<file path="src/rtl/excp_pkg.sv">
// Package excp_pkg
// Shared constants and lookup functions for the exception/mode controller.
// Assumes request index numbering: 0 reset, 1 undefined, 2 soft interrupt,
// 3 prefetch abort, 4 data abort, 5 interrupt, 6 fast interrupt.
package excp_pkg;
    localparam int NUM_EXC = 7;
    localparam int NBANK   = 5;
    localparam int BW      = $clog2(NBANK);

    localparam int EX_RST = 0;
    localparam int EX_UND = 1;
    localparam int EX_SWI = 2;
    localparam int EX_PAB = 3;
    localparam int EX_DAB = 4;
    localparam int EX_IRQ = 5;
    localparam int EX_FIQ = 6;

    localparam logic [4:0] M_USR = 5'b10000;
    localparam logic [4:0] M_FIQ = 5'b10001;
    localparam logic [4:0] M_IRQ = 5'b10010;
    localparam logic [4:0] M_SVC = 5'b10011;
    localparam logic [4:0] M_ABT = 5'b10111;
    localparam logic [4:0] M_UND = 5'b11011;
    localparam logic [4:0] M_SYS = 5'b11111;

    // Status bit positions
    localparam int SB_I = 7;
    localparam int SB_F = 6;
    localparam int SB_T = 5;

    // Priority rank to request index, rank 0 highest
    function automatic int prio_at(input int rank);
        case (rank)
            0: return EX_RST;
            1: return EX_DAB;
            2: return EX_FIQ;
            3: return EX_IRQ;
            4: return EX_PAB;
            5: return EX_UND;
            default: return EX_SWI;
        endcase
    endfunction

    // Vector address of each exception kind
    function automatic logic [7:0] vec_of(input int k);
        case (k)
            EX_RST: return 8'h00;
            EX_UND: return 8'h04;
            EX_SWI: return 8'h08;
            EX_PAB: return 8'h0C;
            EX_DAB: return 8'h10;
            EX_IRQ: return 8'h18;
            default: return 8'h1C;
        endcase
    endfunction

    // Mode entered by each exception kind
    function automatic logic [4:0] mode_of(input int k);
        case (k)
            EX_RST, EX_SWI: return M_SVC;
            EX_UND:         return M_UND;
            EX_PAB, EX_DAB: return M_ABT;
            EX_IRQ:         return M_IRQ;
            default:        return M_FIQ;
        endcase
    endfunction

    // Return address offset subtracted from the link register
    function automatic logic [3:0] off_of(input int k);
        case (k)
            EX_PAB, EX_IRQ, EX_FIQ: return 4'd4;
            EX_DAB:                 return 4'd8;
            default:                return 4'd0;
        endcase
    endfunction

    // Bank slot of a mode; bit BW is the valid flag
    function automatic logic [BW:0] bank_of(input logic [4:0] m);
        case (m)
            M_FIQ:   return {1'b1, BW'(0)};
            M_IRQ:   return {1'b1, BW'(1)};
            M_SVC:   return {1'b1, BW'(2)};
            M_ABT:   return {1'b1, BW'(3)};
            M_UND:   return {1'b1, BW'(4)};
            default: return '0;
        endcase
    endfunction
endpackage

</file>
<file path="src/rtl/excp_arb.sv">
// Module excp_arb
// Masks interrupt and fast-interrupt requests with the current status bits
// and grants the single highest-priority remaining request.
// Purely combinational; assumes the mask inputs are the registered status.
module excp_arb
    import excp_pkg::*;
(
    input  logic [NUM_EXC-1:0] req,
    input  logic               imask,
    input  logic               fmask,
    output logic [NUM_EXC-1:0] grant
);
    logic [NUM_EXC-1:0] eff;

    // Drop requests that the current masks block
    always_comb begin
        eff         = req;
        eff[EX_IRQ] = req[EX_IRQ] & ~imask;
        eff[EX_FIQ] = req[EX_FIQ] & ~fmask;
    end

    // Walk the fixed priority order and keep the first live request
    always_comb begin
        logic found;
        grant = '0;
        found = 1'b0;
        for (int r = 0; r < NUM_EXC; r++) begin
            if (!found && eff[prio_at(r)]) begin
                grant[prio_at(r)] = 1'b1;
                found             = 1'b1;
            end
        end
    end
endmodule

</file>
<file path="src/rtl/excp_bank.sv">
// Module excp_bank
// Per-mode storage of link register, saved status and return offset.
// One write port used on exception entry, one combinational read port
// addressed by the current mode's slot. Assumes widx < NB when we is high.
module excp_bank
    import excp_pkg::*;
#(
    parameter int AW = 32,
    parameter int NB = NBANK,
    parameter int IW = $clog2(NB)
) (
    input  logic          clk,
    input  logic          rst_n,
    input  logic          we,
    input  logic [IW-1:0] widx,
    input  logic [AW-1:0] wlr,
    input  logic [7:0]    wsr,
    input  logic [3:0]    woff,
    input  logic [IW-1:0] ridx,
    output logic [AW-1:0] rlr,
    output logic [7:0]    rsr,
    output logic [3:0]    roff
);
    logic [AW-1:0] lr_q  [NB];
    logic [7:0]    sr_q  [NB];
    logic [3:0]    off_q [NB];

    for (genvar b = 0; b < NB; b++) begin : g_slot
        // Capture the entry values into this slot
        always_ff @(posedge clk) begin
            if (!rst_n) begin
                lr_q[b]  <= '0;
                sr_q[b]  <= '0;
                off_q[b] <= '0;
            end else if (we && (widx == IW'(b))) begin
                lr_q[b]  <= wlr;
                sr_q[b]  <= wsr;
                off_q[b] <= woff;
            end
        end
    end

    // Read the slot of the current mode
    always_comb begin
        rlr  = lr_q[ridx];
        rsr  = sr_q[ridx];
        roff = off_q[ridx];
    end
endmodule

</file>
<file path="src/rtl/excp_mode_ctrl.sv">
// Module excp_mode_ctrl
// Status/mode controller: exception entry, return, status write and
// branch-exchange, resolved in that precedence within one cycle.
// Assumes written status values hold legal mode numbers.
module excp_mode_ctrl
    import excp_pkg::*;
#(
    parameter int AW = 32
) (
    input  logic               clk,
    input  logic               rst_n,
    input  logic [NUM_EXC-1:0] exc_req,
    input  logic [AW-1:0]      ret_addr,
    input  logic               rtn_valid,
    input  logic               psr_wr,
    input  logic [7:0]         psr_wdata,
    input  logic               bx_valid,
    input  logic [AW-1:0]      bx_operand,
    output logic [7:0]         status_o,
    output logic [AW-1:0]      pc_o,
    output logic [NUM_EXC-1:0] taken_o
);
    localparam logic [7:0] ST_RESET = {1'b1, 1'b1, 1'b0, M_SVC};

    logic [7:0]         st_q, st_n;
    logic [AW-1:0]      pc_q, pc_n;
    logic [NUM_EXC-1:0] tk_q, grant;
    logic               bw_en;
    logic [BW-1:0]      bw_idx;
    logic [BW:0]        wslot, rslot;
    logic [AW-1:0]      rd_lr;
    logic [7:0]         rd_sr;
    logic [3:0]         rd_off;
    logic [7:0]         en_sr;
    logic [3:0]         en_off;
    logic [4:0]         en_mode;
    logic [7:0]         en_vec;
    logic               en_fset;

    excp_arb u_arb (
        .req   (exc_req),
        .imask (st_q[SB_I]),
        .fmask (st_q[SB_F]),
        .grant (grant)
    );

    excp_bank #(.AW(AW), .NB(NBANK), .IW(BW)) u_bank (
        .clk   (clk),
        .rst_n (rst_n),
        .we    (bw_en),
        .widx  (bw_idx),
        .wlr   (ret_addr),
        .wsr   (en_sr),
        .woff  (en_off),
        .ridx  (rslot[BW-1:0]),
        .rlr   (rd_lr),
        .rsr   (rd_sr),
        .roff  (rd_off)
    );

    // Decode the granted exception into mode, vector, offset and F-set
    always_comb begin
        en_mode = M_SVC;
        en_vec  = '0;
        en_off  = '0;
        en_fset = 1'b0;
        for (int k = 0; k < NUM_EXC; k++) begin
            if (grant[k]) begin
                en_mode = mode_of(k);
                en_vec  = vec_of(k);
                en_off  = off_of(k);
                en_fset = (k == EX_RST) || (k == EX_FIQ);
            end
        end
    end

    assign wslot  = bank_of(en_mode);
    assign rslot  = bank_of(st_q[4:0]);
    assign bw_en  = |grant;
    assign bw_idx = wslot[BW-1:0];
    assign en_sr  = st_q;

    // Select the next status and program counter by precedence
    always_comb begin
        st_n = st_q;
        pc_n = pc_q;
        if (|grant) begin
            st_n[4:0]  = en_mode;
            st_n[SB_T] = 1'b0;
            st_n[SB_I] = 1'b1;
            st_n[SB_F] = st_q[SB_F] | en_fset;
            pc_n       = AW'(en_vec);
        end else if (rtn_valid) begin
            if (rslot[BW]) begin
                pc_n = rd_lr - AW'(rd_off);
                st_n = rd_sr;
            end else begin
                pc_n = ret_addr;
            end
        end else if (psr_wr) begin
            if (st_q[4:0] != M_USR) st_n = psr_wdata;
        end else if (bx_valid) begin
            st_n[SB_T] = bx_operand[0];
            pc_n       = bx_operand[0] ? {bx_operand[AW-1:1], 1'b0}
                                       : {bx_operand[AW-1:2], 2'b00};
        end
    end

    // Register status, program counter and taken marker
    always_ff @(posedge clk) begin
        if (!rst_n) begin
            st_q <= ST_RESET;
            pc_q <= '0;
            tk_q <= '0;
        end else begin
            st_q <= st_n;
            pc_q <= pc_n;
            tk_q <= grant;
        end
    end

    assign status_o = st_q;
    assign pc_o     = pc_q;
    assign taken_o  = tk_q;
endmodule

</file>
<file path="config.mk">
export PLATFORM = sky130hd
export DESIGN_NAME = excp_mode_ctrl
export DESIGN_NICKNAME = d
export VERILOG_FILES = /design/src/rtl/excp_pkg.sv /design/src/rtl/excp_arb.sv /design/src/rtl/excp_bank.sv /design/src/rtl/excp_mode_ctrl.sv
export SDC_FILE = /design/constraint.sdc
export NUM_CORES = 1
export LEC_CHECK = 0
export BUFFER_PORTS_ARGS = -buffer_cell sky130_fd_sc_hd__buf_2
export CAP_MARGIN = 15
export CORE_MARGIN = 5
export CORE_UTILIZATION = 38
export DETAILED_ROUTE_END_ITERATION = 8
export PLACE_DENSITY = 0.62
export SLEW_MARGIN = 40
export SYNTH_ARGS = -nofsm -noshare
export SYNTH_HDL_FRONTEND = slang
export SYNTH_SLANG_ARGS = --single-unit
</file>
<file path="constraint.sdc">
create_clock -name clk -period 10.57 [get_ports clk]
set_input_delay 0.5285 -clock clk [delete_from_list [all_inputs] [get_ports clk]]
set_output_delay 0.5285 -clock clk [all_outputs]
set_load 0.005 [all_outputs]
</file>
# [Yosys cells after proc, flatten, opt, wreduce, memory -nomap -nowiden]
# Memories as Yosys holds them, arrays and structs flattened.
# Cells that the tools add are included.
[totals] reg_bits=47 ram_bits=220 n_memories=3 wordCells=214
[memory_table] memory="u_bank.lr_q" words=5 width=32 rd=1 rd_clocked_by_memory_dff=0 wr=5 line_no="excp_bank.sv:24" source="logic [AW-1:0] lr_q [NB];"
[memory_table] memory="u_bank.sr_q" words=5 width=8 rd=1 rd_clocked_by_memory_dff=0 wr=5 line_no="excp_bank.sv:25" source="logic [7:0] sr_q [NB];"
[memory_table] memory="u_bank.off_q" words=5 width=4 rd=1 rd_clocked_by_memory_dff=0 wr=5 line_no="excp_bank.sv:26" source="logic [3:0] off_q [NB];"
[classes] n_reduce_logical=39 mux=104 bitwise_logic=27 add_sub_neg=1 n_lt_le_gt_ge=14 eq_ne=20
[ops] cell="$mux W32" count=16
[ops] cell="$ge A32 B1 Y1 const B" count=7
[ops] cell="$lt A32 B5 Y1 const B" count=7
[ops] cell="$mux W8" count=14
[ops] cell="$mux W7" count=8
[ops] cell="$eq A5 B5 Y1 const B" count=10
[ops] cell="$or A7 B7 Y7" count=6
[ops] cell="$mux W1" count=38
[ops] cell="$mux W4" count=9
[ops] cell="$sub A32 B4 Y32" count=1
[ops] cell="$mux W5" count=6
[ops] cell="$demux W1 S3" count=7
[ops] cell="$pmux W4 S5" count=1
[ops] cell="$logic_and A1 B1 Y1" count=18
[ops] cell="$or A1 B1 Y1" count=16
[ops] cell="$pmux W3 S5" count=1
[ops] cell="$reduce_bool A3 Y1" count=4
[ops] cell="$reduce_and A3 Y1" count=3
[ops] cell="$reduce_or A8 Y1" count=1
[ops] cell="$reduce_or A7 Y1" count=1
[ops] cell="$eq A3 B2 Y1 const B" count=2
[ops] cell="$logic_not A1 Y1" count=6
[ops] cell="$mux W3" count=2
[ops] cell="$ne A3 B2 Y1 const B" count=2
[ops] cell="12 further kinds" count=19

# [Depth between registers and ports, before layout]
# Gate-level depths: netlist of run 1.
[logic_depth] ltp_word=39 depth_mapped=21 depth_no_buf=14

# [Cells and area by module]
# A second synthesis of run 1 with hierarchy kept.
[hier_totals] hier_cells=1196 hier_area_um2=13472.9
[modules_own_cells] mod="excp_bank" area_per_inst_um2=9995.8 seq_area_each_um2=6606.3 cells_each=727 instances=1
[modules_own_cells] mod="excp_mode_ctrl" area_per_inst_um2=3377.0 seq_area_each_um2=940.9 cells_each=456 instances=1
[modules_own_cells] mod="excp_arb" area_per_inst_um2=100.1 seq_area_each_um2=0.0 cells_each=13 instances=1

# [Least setup slack after synthesis of run 1]
# Ideal clock, no wire load.
[synth_path] path_type="reg-to-reg" start="register st_q[4], in the netlist status_o[4]" end="register pc_q[17], in the netlist pc_o[17]" required_time_ns=10.453 path_buffers=7 slack_ns=6.616 path_stages_with_launch=22 arrival_ns=3.837 setup_time_ns=0.117 cell_sequence="dfxtp_1 -> buf_2 -> and4b_1 -> buf_6 -> buf_6 -> buf_4 -> buf_4 -> clkbuf_1 -> nand2_1 -> and3_1 -> a31oi_1 -> nand2_1 -> nand2_1 -> inv_1 -> ha_1 -> nor2b_1 -> nor3_1 -> nand4_1 -> buf_2 -> or4_1 -> a31oi_1 -> nor2_1"
[synth_via] elab_chain_len=6 word_cells_on_any_way=11
[synth_rtl] element="start, declared" line_no="excp_mode_ctrl.sv:25" source="logic [7:0] st_q, st_n;"
[synth_rtl] element="start signal, assigned" line_no="excp_mode_ctrl.sv:116" source="st_q <= st_n;"
[synth_rtl] element="$eq A5 B5 Y1" line_no="excp_pkg.sv:79" source="case (m)"
[synth_rtl] element="$pmux W4 S5 *" line_no="excp_pkg.sv:79"
[synth_rtl] element="$mem_v2 Z5 W32 / $mem_v2 Z5 W4 (equally long branches)"
[synth_rtl] element="$sub A32 B4 Y32" line_no="excp_mode_ctrl.sv:95" source="pc_n = rd_lr - AW'(rd_off);"
[synth_rtl] element="$mux W32 *" line_no="excp_mode_ctrl.sv:94" source="if (rslot[BW]) begin"
[synth_rtl] element="$mux W32 *" line_no="excp_mode_ctrl.sv:93" source="end else if (rtn_valid) begin"
[synth_rtl] element="end signal, assigned" line_no="excp_mode_ctrl.sv:117" source="pc_q <= pc_n;"
[synth_rtl] element="end, declared" line_no="excp_mode_ctrl.sv:26" source="logic [AW-1:0] pc_q, pc_n;"
# Mark *: on every way between the ends. The rest lies on a longest branch, timed or not.
# A chain may end at the register's enable or synchronous reset.

# [Worst setup path after layout of run 1]
[layout_path] start="register st_q[3], in the netlist status_o[3]" end="register pc_q[27], in the netlist pc_o[27]"
# Same word-level chain as after synthesis.

==> results.cfg, run 1 <==
[timing]
slew_headroom_pct = 45.34
layout_min_cycle_time_ns = 5.312
clock-skew-final_ns = 0.01073
fin_crit_sh_pct = 50.26
finalHoldViolCount = 0
tns_ns = 0
rsz0062_at_grt = no
tightestPinTransition_ns = 0.8200
max_clock_freq_mhz = 188.2
maxSlewViolCount = 0
setup-violations-final = 0

[synthesis]
netlist_area_mm2 = 0.01288
synth_cell_types = 74
synthArstFlopShare_pct = 0
synth_seq_area_share_pct = 56.27
synth_seq_cells = 257
ys_top_cells_by_area = edfxtp_1 49%, and2_1 9.7%, dfxtp_1 7.3%
ys.flop_type = edfxtp_1
synth-edff-count = 210
syn_area_per_cell_um2 = 10.46
synthCells = 1231
yosysTopAreaCell = edfxtp_1
synth_top_area_share_pct = 48.97
synth_warnings = 0

[place]
numPortBuffers = 130
place.gp.congestion = 0.9030
dp_hpwl_um = 25170
placed_cells_incl_taps = 1751

[detailed_routing]
drt-initial-drc-count = 867
drc = 0
viasPerCell = 5.496
wl_um = 38850
firstDrtPassIters = 5
dr_total_vias = 9914
ant_nets = 0
drt-wirelength-per-cell_um = 21.54

[floorplanning]
num_rows = 67
dieArea_mm2 = 0.03767
coreArea_mm2 = 0.03353
die_h_um = 194.1
die_w_um = 194.1
ios = 131
initial_core_util_pct = 38.41

[cts]
cts_max_level = 1
clk_pin_slew_ns = 0.06
cts_sinks = 257
cts.repair.resized = 0
cts_hold_buf = 0
clock_path_buffers = 3
ctsRootBufferMaster = clkbuf_16
clk_latency_ns = 0.54
cts_tree = yes
cts_inserted_buffers = 28
post-cts-setup-buffer-count = 0

[worst_setup_path]
r2r_cells = 11
cp-end-kind = register
crit_start = status_o[3]
crit_arrival_ns = 5.74
rr_endpoint = pc_o[27]
path_max_fanout = 22
r2r-start = status_o[3]
worstPathRequired_ns = 11.00
critPathLaunchType = register
reg2reg_slack_ns = 5.26
crit_type = reg -> reg

[power]
combPwrFrac_pct = 14.0
cellPowerDensity_mw_per_mm2 = 170.0
peakVddDrop_mv = 0.1222
p_leak_uw = 0.005876
power_frac_clock_pct = 40.0
p_sw_uw = 659.8
p_seq_share_pct = 46.0
intPower_uw = 1880
switching_share_pct = 25.98

[min_path]
whs_path_depth = 3
hp-class = in -> reg
hp-start = psr_wdata[6]
hold_end = status_o[6]

[finish]
final.fill_count = 3208
nets = 1420
fin_cells = 1804
utilization_pct = 44.54
areaGrowthSynthToFinish_pct = 15.98
drive_gt1_share_pct = 17.20

[job]
cap_violations = 0

[global_route]
overflow = 0
grt_pass1_vias = 9892
grt_pass1_wl_um = 59200
grt_max_degree = 55
track_usage_pct = 19.81
antenna_found_initial = 1

[outcome]
status = finished clean
-- flip-flops by register name, indices dropped and copies added (netlist names) --
signal        count
pc_o             32
u_bank.sr_q      40
u_bank.lr_q     160
status_o          8
u_bank.off_q     10
taken_o           7
-- Yosys cell counts (5+ instances only) --
library cell / instances
edfxtp_1: 210
and2_1: 200
nand2_1: 174
nand3_1: 64
nor2_1: 63
clkbuf_1: 62
dfxtp_1: 47
a21oi_1: 45
o21ai_0: 45
mux2i_1: 33
nor3_1: 30
a31oi_1: 26
buf_4: 16
and3_1: 13
nand4_1: 12
or3_1: 12
a22oi_1: 11
a221oi_1: 10
a211oi_1: 9
inv_1: 9
nand2b_1: 8
nor2b_1: 8
o22ai_1: 8
buf_2: 7
buf_6: 6
nor4_1: 6
o31ai_1: 6
xnor2_1: 6
nor3b_1: 5
o211ai_1: 5
-- worst max-delay path: stages (launching register included) --
cell and delay (ns):
dfxtp_1 0.74, nand4_1 0.75, or2_2 0.75, and3_1 0.23, a21oi_1 0.13, ha_1 0.23
nor2b_1 0.06, nor3_1 0.44, nand4_1 0.70, nor4_4 0.76, mux2i_1 0.15, or2_1 0.24
-- final cells by class --
class	instances	area [µm²]	area share (%)
multi-input combinational	880	5220	34.95
tap	448	560.5	3.753
sequential	257	7248	48.53
clock inverter	13	165.2	1.106
inverter	9	33.78	0.2262
antenna	1	2.502	0.01675
clock buffer	39	783.3	5.244
timing repair buffer	157	923.4	6.182
-- metal layers --
layer  wire [µm]  vias up  track usage, %  share of wire, %
li1            -     4623               -                 -
met1       16350     4861           26.47                42
met2       18720      364           33.67                48
met3        2721       66           2.832               7.0
met4        1067        0           5.885               2.7
met5           0        -               0                 0
-- how the worst max path moves through the flow --
stage	depth (start not counted)	slack, ns	end
global route	12	4.98	pc_o[26]
global placement	12	5.62	pc_o[29]
finish	11	5.26	pc_o[27]
detailed placement	11	5.46	pc_o[29]
floorplan	21	6.62	pc_o[17]
CTS	11	5.43	pc_o[27]
-- placed cells by master, fill, tap and decap left out, types with 5 or more instances in the layout --
cell type / instances
nor2b_1: 7
clkbuf_16: 29
nand2b_1: 8
buf_4: 21
a31oi_1: 26
xnor2_1: 6
nor3b_1: 5
a211oi_1: 9
nand4_1: 12
nor4_1: 6
dfxtp_1: 46
and3_1: 13
nor3_1: 30
o22ai_1: 8
o211ai_1: 5
clkbuf_1: 8
mux2i_1: 33
inv_1: 9
o21ai_0: 45
nand2_1: 169
nand2_2: 5
edfxtp_1: 210
nor2_1: 57
nand3_1: 64
a221oi_1: 10
buf_2: 130
a22oi_1: 11
conb_1: 8
o31ai_1: 6
and2_1: 200
or3_1: 12
a21oi_1: 45
-- per-stage QoR --
stage	worst slack (ns)	power, µW	hold WS, ns	instance area, µm²
after floorplan	6.616	1413	0.4949	12900
after global placement	5.615	1533	0.5111	13870
after detailed placement	5.459	1542	0.5120	13990
after CTS	5.434	2549	0.2560	14930
after global routing	4.983	2629	0.2750	14940
final	5.258	2540	0.2626	14940
-- power groups by stage --
stage	Clock, µW	Combinational (µW)	Sequential, µW
after floorplan	0	229	1180
after global placement	0	344	1190
after detailed placement	0	352	1190
after CTS	1030	354	1170
after global routing	1070	388	1170
final	1020	355	1170
-- logic make-up after synthesis --
family	synth area share, %
other	0.02912
AO/OA/AOI/OAI	10.35
adder cells (fa/ha/maj)	0.3497
AND/OR/NAND/NOR	25.59
XOR/XNOR	0.7578
buffers and inverters	3.828
flip-flops	56.27
multiplexers	2.827
Power figures use the tool's default switching activity.
==> run 2: changes to the inputs <==
==> constraint.sdc (replaced) <==
create_clock -name clk -period 5.26 [get_ports clk]
set_input_delay 0.263 -clock clk [delete_from_list [all_inputs] [get_ports clk]]
set_output_delay 0.263 -clock clk [all_outputs]
set_load 0.005 [all_outputs]
==> results.cfg, run 2 (synthesized netlist as in run 1, its figures left out) <==
[outcome]
status = finished clean

[timing]
tns_ns = 0
tightestPinTransition_ns = 0.8407
clock-skew-final_ns = 0.01017
rsz0062_at_grt = no
worst_slack_ns = 1.014
slew_headroom_pct = 43.76
maxSlewViolCount = 0
max_clock_freq_mhz = 235.5
fin_crit_sh_pct = 80.73
hold_ws_ns = 0.03054
layout_min_cycle_time_ns = 4.246
finalHoldViolCount = 0
setup-violations-final = 0

[detailed_routing]
viasPerCell = 5.494
drc = 0
wl_met2_um = 18800
routed-wl-met3_um = 2401
dr.max_layer_used = met4
drt-wirelength-per-cell_um = 21.59
wl_um = 39140
dr_total_vias = 9960
ant_nets = 0
drt-initial-drc-count = 877
firstDrtPassIters = 5
wl_met1_um = 16610

[worst_setup_path]
worstPathRequired_ns = 5.68
cp-end-kind = register
r2r_cells = 15
crit_arrival_ns = 4.67
rr_endpoint = pc_o[29]
critPathLaunchType = register
r2r-start = status_o[4]
path_max_fanout = 25
crit_type = reg -> reg
crit_start = status_o[4]
reg2reg_slack_ns = 1.01
crit_end = pc_o[29]

[floorplanning]
num_rows = 67
ios = 131
die_h_um = 194.1
die_w_um = 194.1
dieArea_mm2 = 0.03767
initial_core_util_pct = 38.41
coreArea_mm2 = 0.03353

[place]
numPortBuffers = 130
dp_hpwl_um = 25400
place.gp.congestion = 0.8645
postPlaceCellArea_mm2 = 0.01404
place_worst_setup_slack_ns = 1.078

[finish]
nets = 1429
regMostFlops = u_bank.lr_q
largest_reg_flops = 160
drive_gt1_share_pct = 17.96
areaGrowthSynthToFinish_pct = 16.55
final_cell_area_mm2 = 0.01501
mostFrequentLayoutCells = 210 x edfxtp_1, 200 x and2_1, 169 x nand2_1, 130 x buf_2, 64 x nand3_1
final_common_cell = edfxtp_1

[cts]
cts_tree = yes
clock_path_buffers = 3
clk_pin_slew_ns = 0.06
cts_sinks = 257
cts_inserted_buffers = 29
clk_latency_ns = 0.54
cts.repair.resized = 0
cts_max_level = 1
ctsRootBufferMaster = clkbuf_16

[job]
cap_violations = 0

[global_route]
grt_pass1_vias = 10150
grt_pass1_wl_um = 60060
overflow = 0
grt_max_degree = 43
antenna_found_initial = 1
track_usage_pct = 20.11

[power]
power_uw = 5087
p_leak_uw = 0.005918
peakVddDrop_mv = 0.2589
cellPowerDensity_mw_per_mm2 = 338.9

[min_path]
hp-class = in -> reg
-- run 2: changes by cell type in the layout (fill, tap and decap cells not counted), moves of 2 or more --
cell,before,now
buf_4,21,28
buf_8,4,2
clkinv_2,3,5
clkbuf_1,8,5
-- run 2: layout make-up --
cell class / instances / area (µm²)
fillers: 3193 / 18520
repair buffers: 165 / 988.4
flip-flops and latches: 257 / 7248
inverters: 9 / 33.78
diodes: 1 / 2.502
well taps: 448 / 560.5
clock buffers: 36 / 783.3
clock inverters: 17 / 165.2
multi-input cells: 880 / 5229
-- run 2: through the flow --
step / util (%) / std cells
3_3_place_gp: 41.51 / 1752
4_1_cts: 44.72 / 1811
2_1_floorplan: - / 1238
3_5_place_dp: 41.86 / 1757
5_1_grt: 44.76 / 1813
6_report: 44.76 / 1813
-- run 2: worst min-delay path by stage --
stage	cells after the start	from	end
after global placement	2	pc_o[6]	pc_o[6]
after floorplan	2	exc_req[0]	status_o[6]
after CTS	3	exc_req[2]	taken_o[2]
after detailed placement	2	pc_o[6]	pc_o[6]
after global routing	3	bx_operand[6]	pc_o[6]
final	3	bx_operand[13]	pc_o[13]
-- run 2: worst max-delay path, stage by stage (launching register included) --
cell	delay, ns
dfxtp_1	0.70
and4b_2	0.70
nand2_1	0.09
and3_1	0.19
a31oi_1	0.14
nand2_1	0.07
nand2_1	0.12
inv_1	0.06
ha_1	0.27
nor2b_1	0.13
nor3_1	0.33
nand4_1	0.15
buf_4	0.22
nor4_4	0.54
mux2i_1	0.15
or2_1	0.25
-- run 2: per-layer routing --
layer	GRT usage (%)	vias up
met5	0	-
met1	26.57	4903
met3	3.232	77
met2	33.73	339
li1	-	4641
met4	7.031	0
-- run 2: repair_timing --
action,CTS,global route
endpoints found under the hold margin,1,0
hold buffers,1,0
setup endpoints to repair,0,0
setup buffers,0,0
-- run 2: where the power goes --
group	switching [µW]	total (µW)	internal, µW	leakage [µW]
Combinational	470	714	244	0.00288
Sequential	42.9	2350	2310	0.00259
Clock	821	2020	1200	0.000457
Total	1330	5090	3750	0.00592
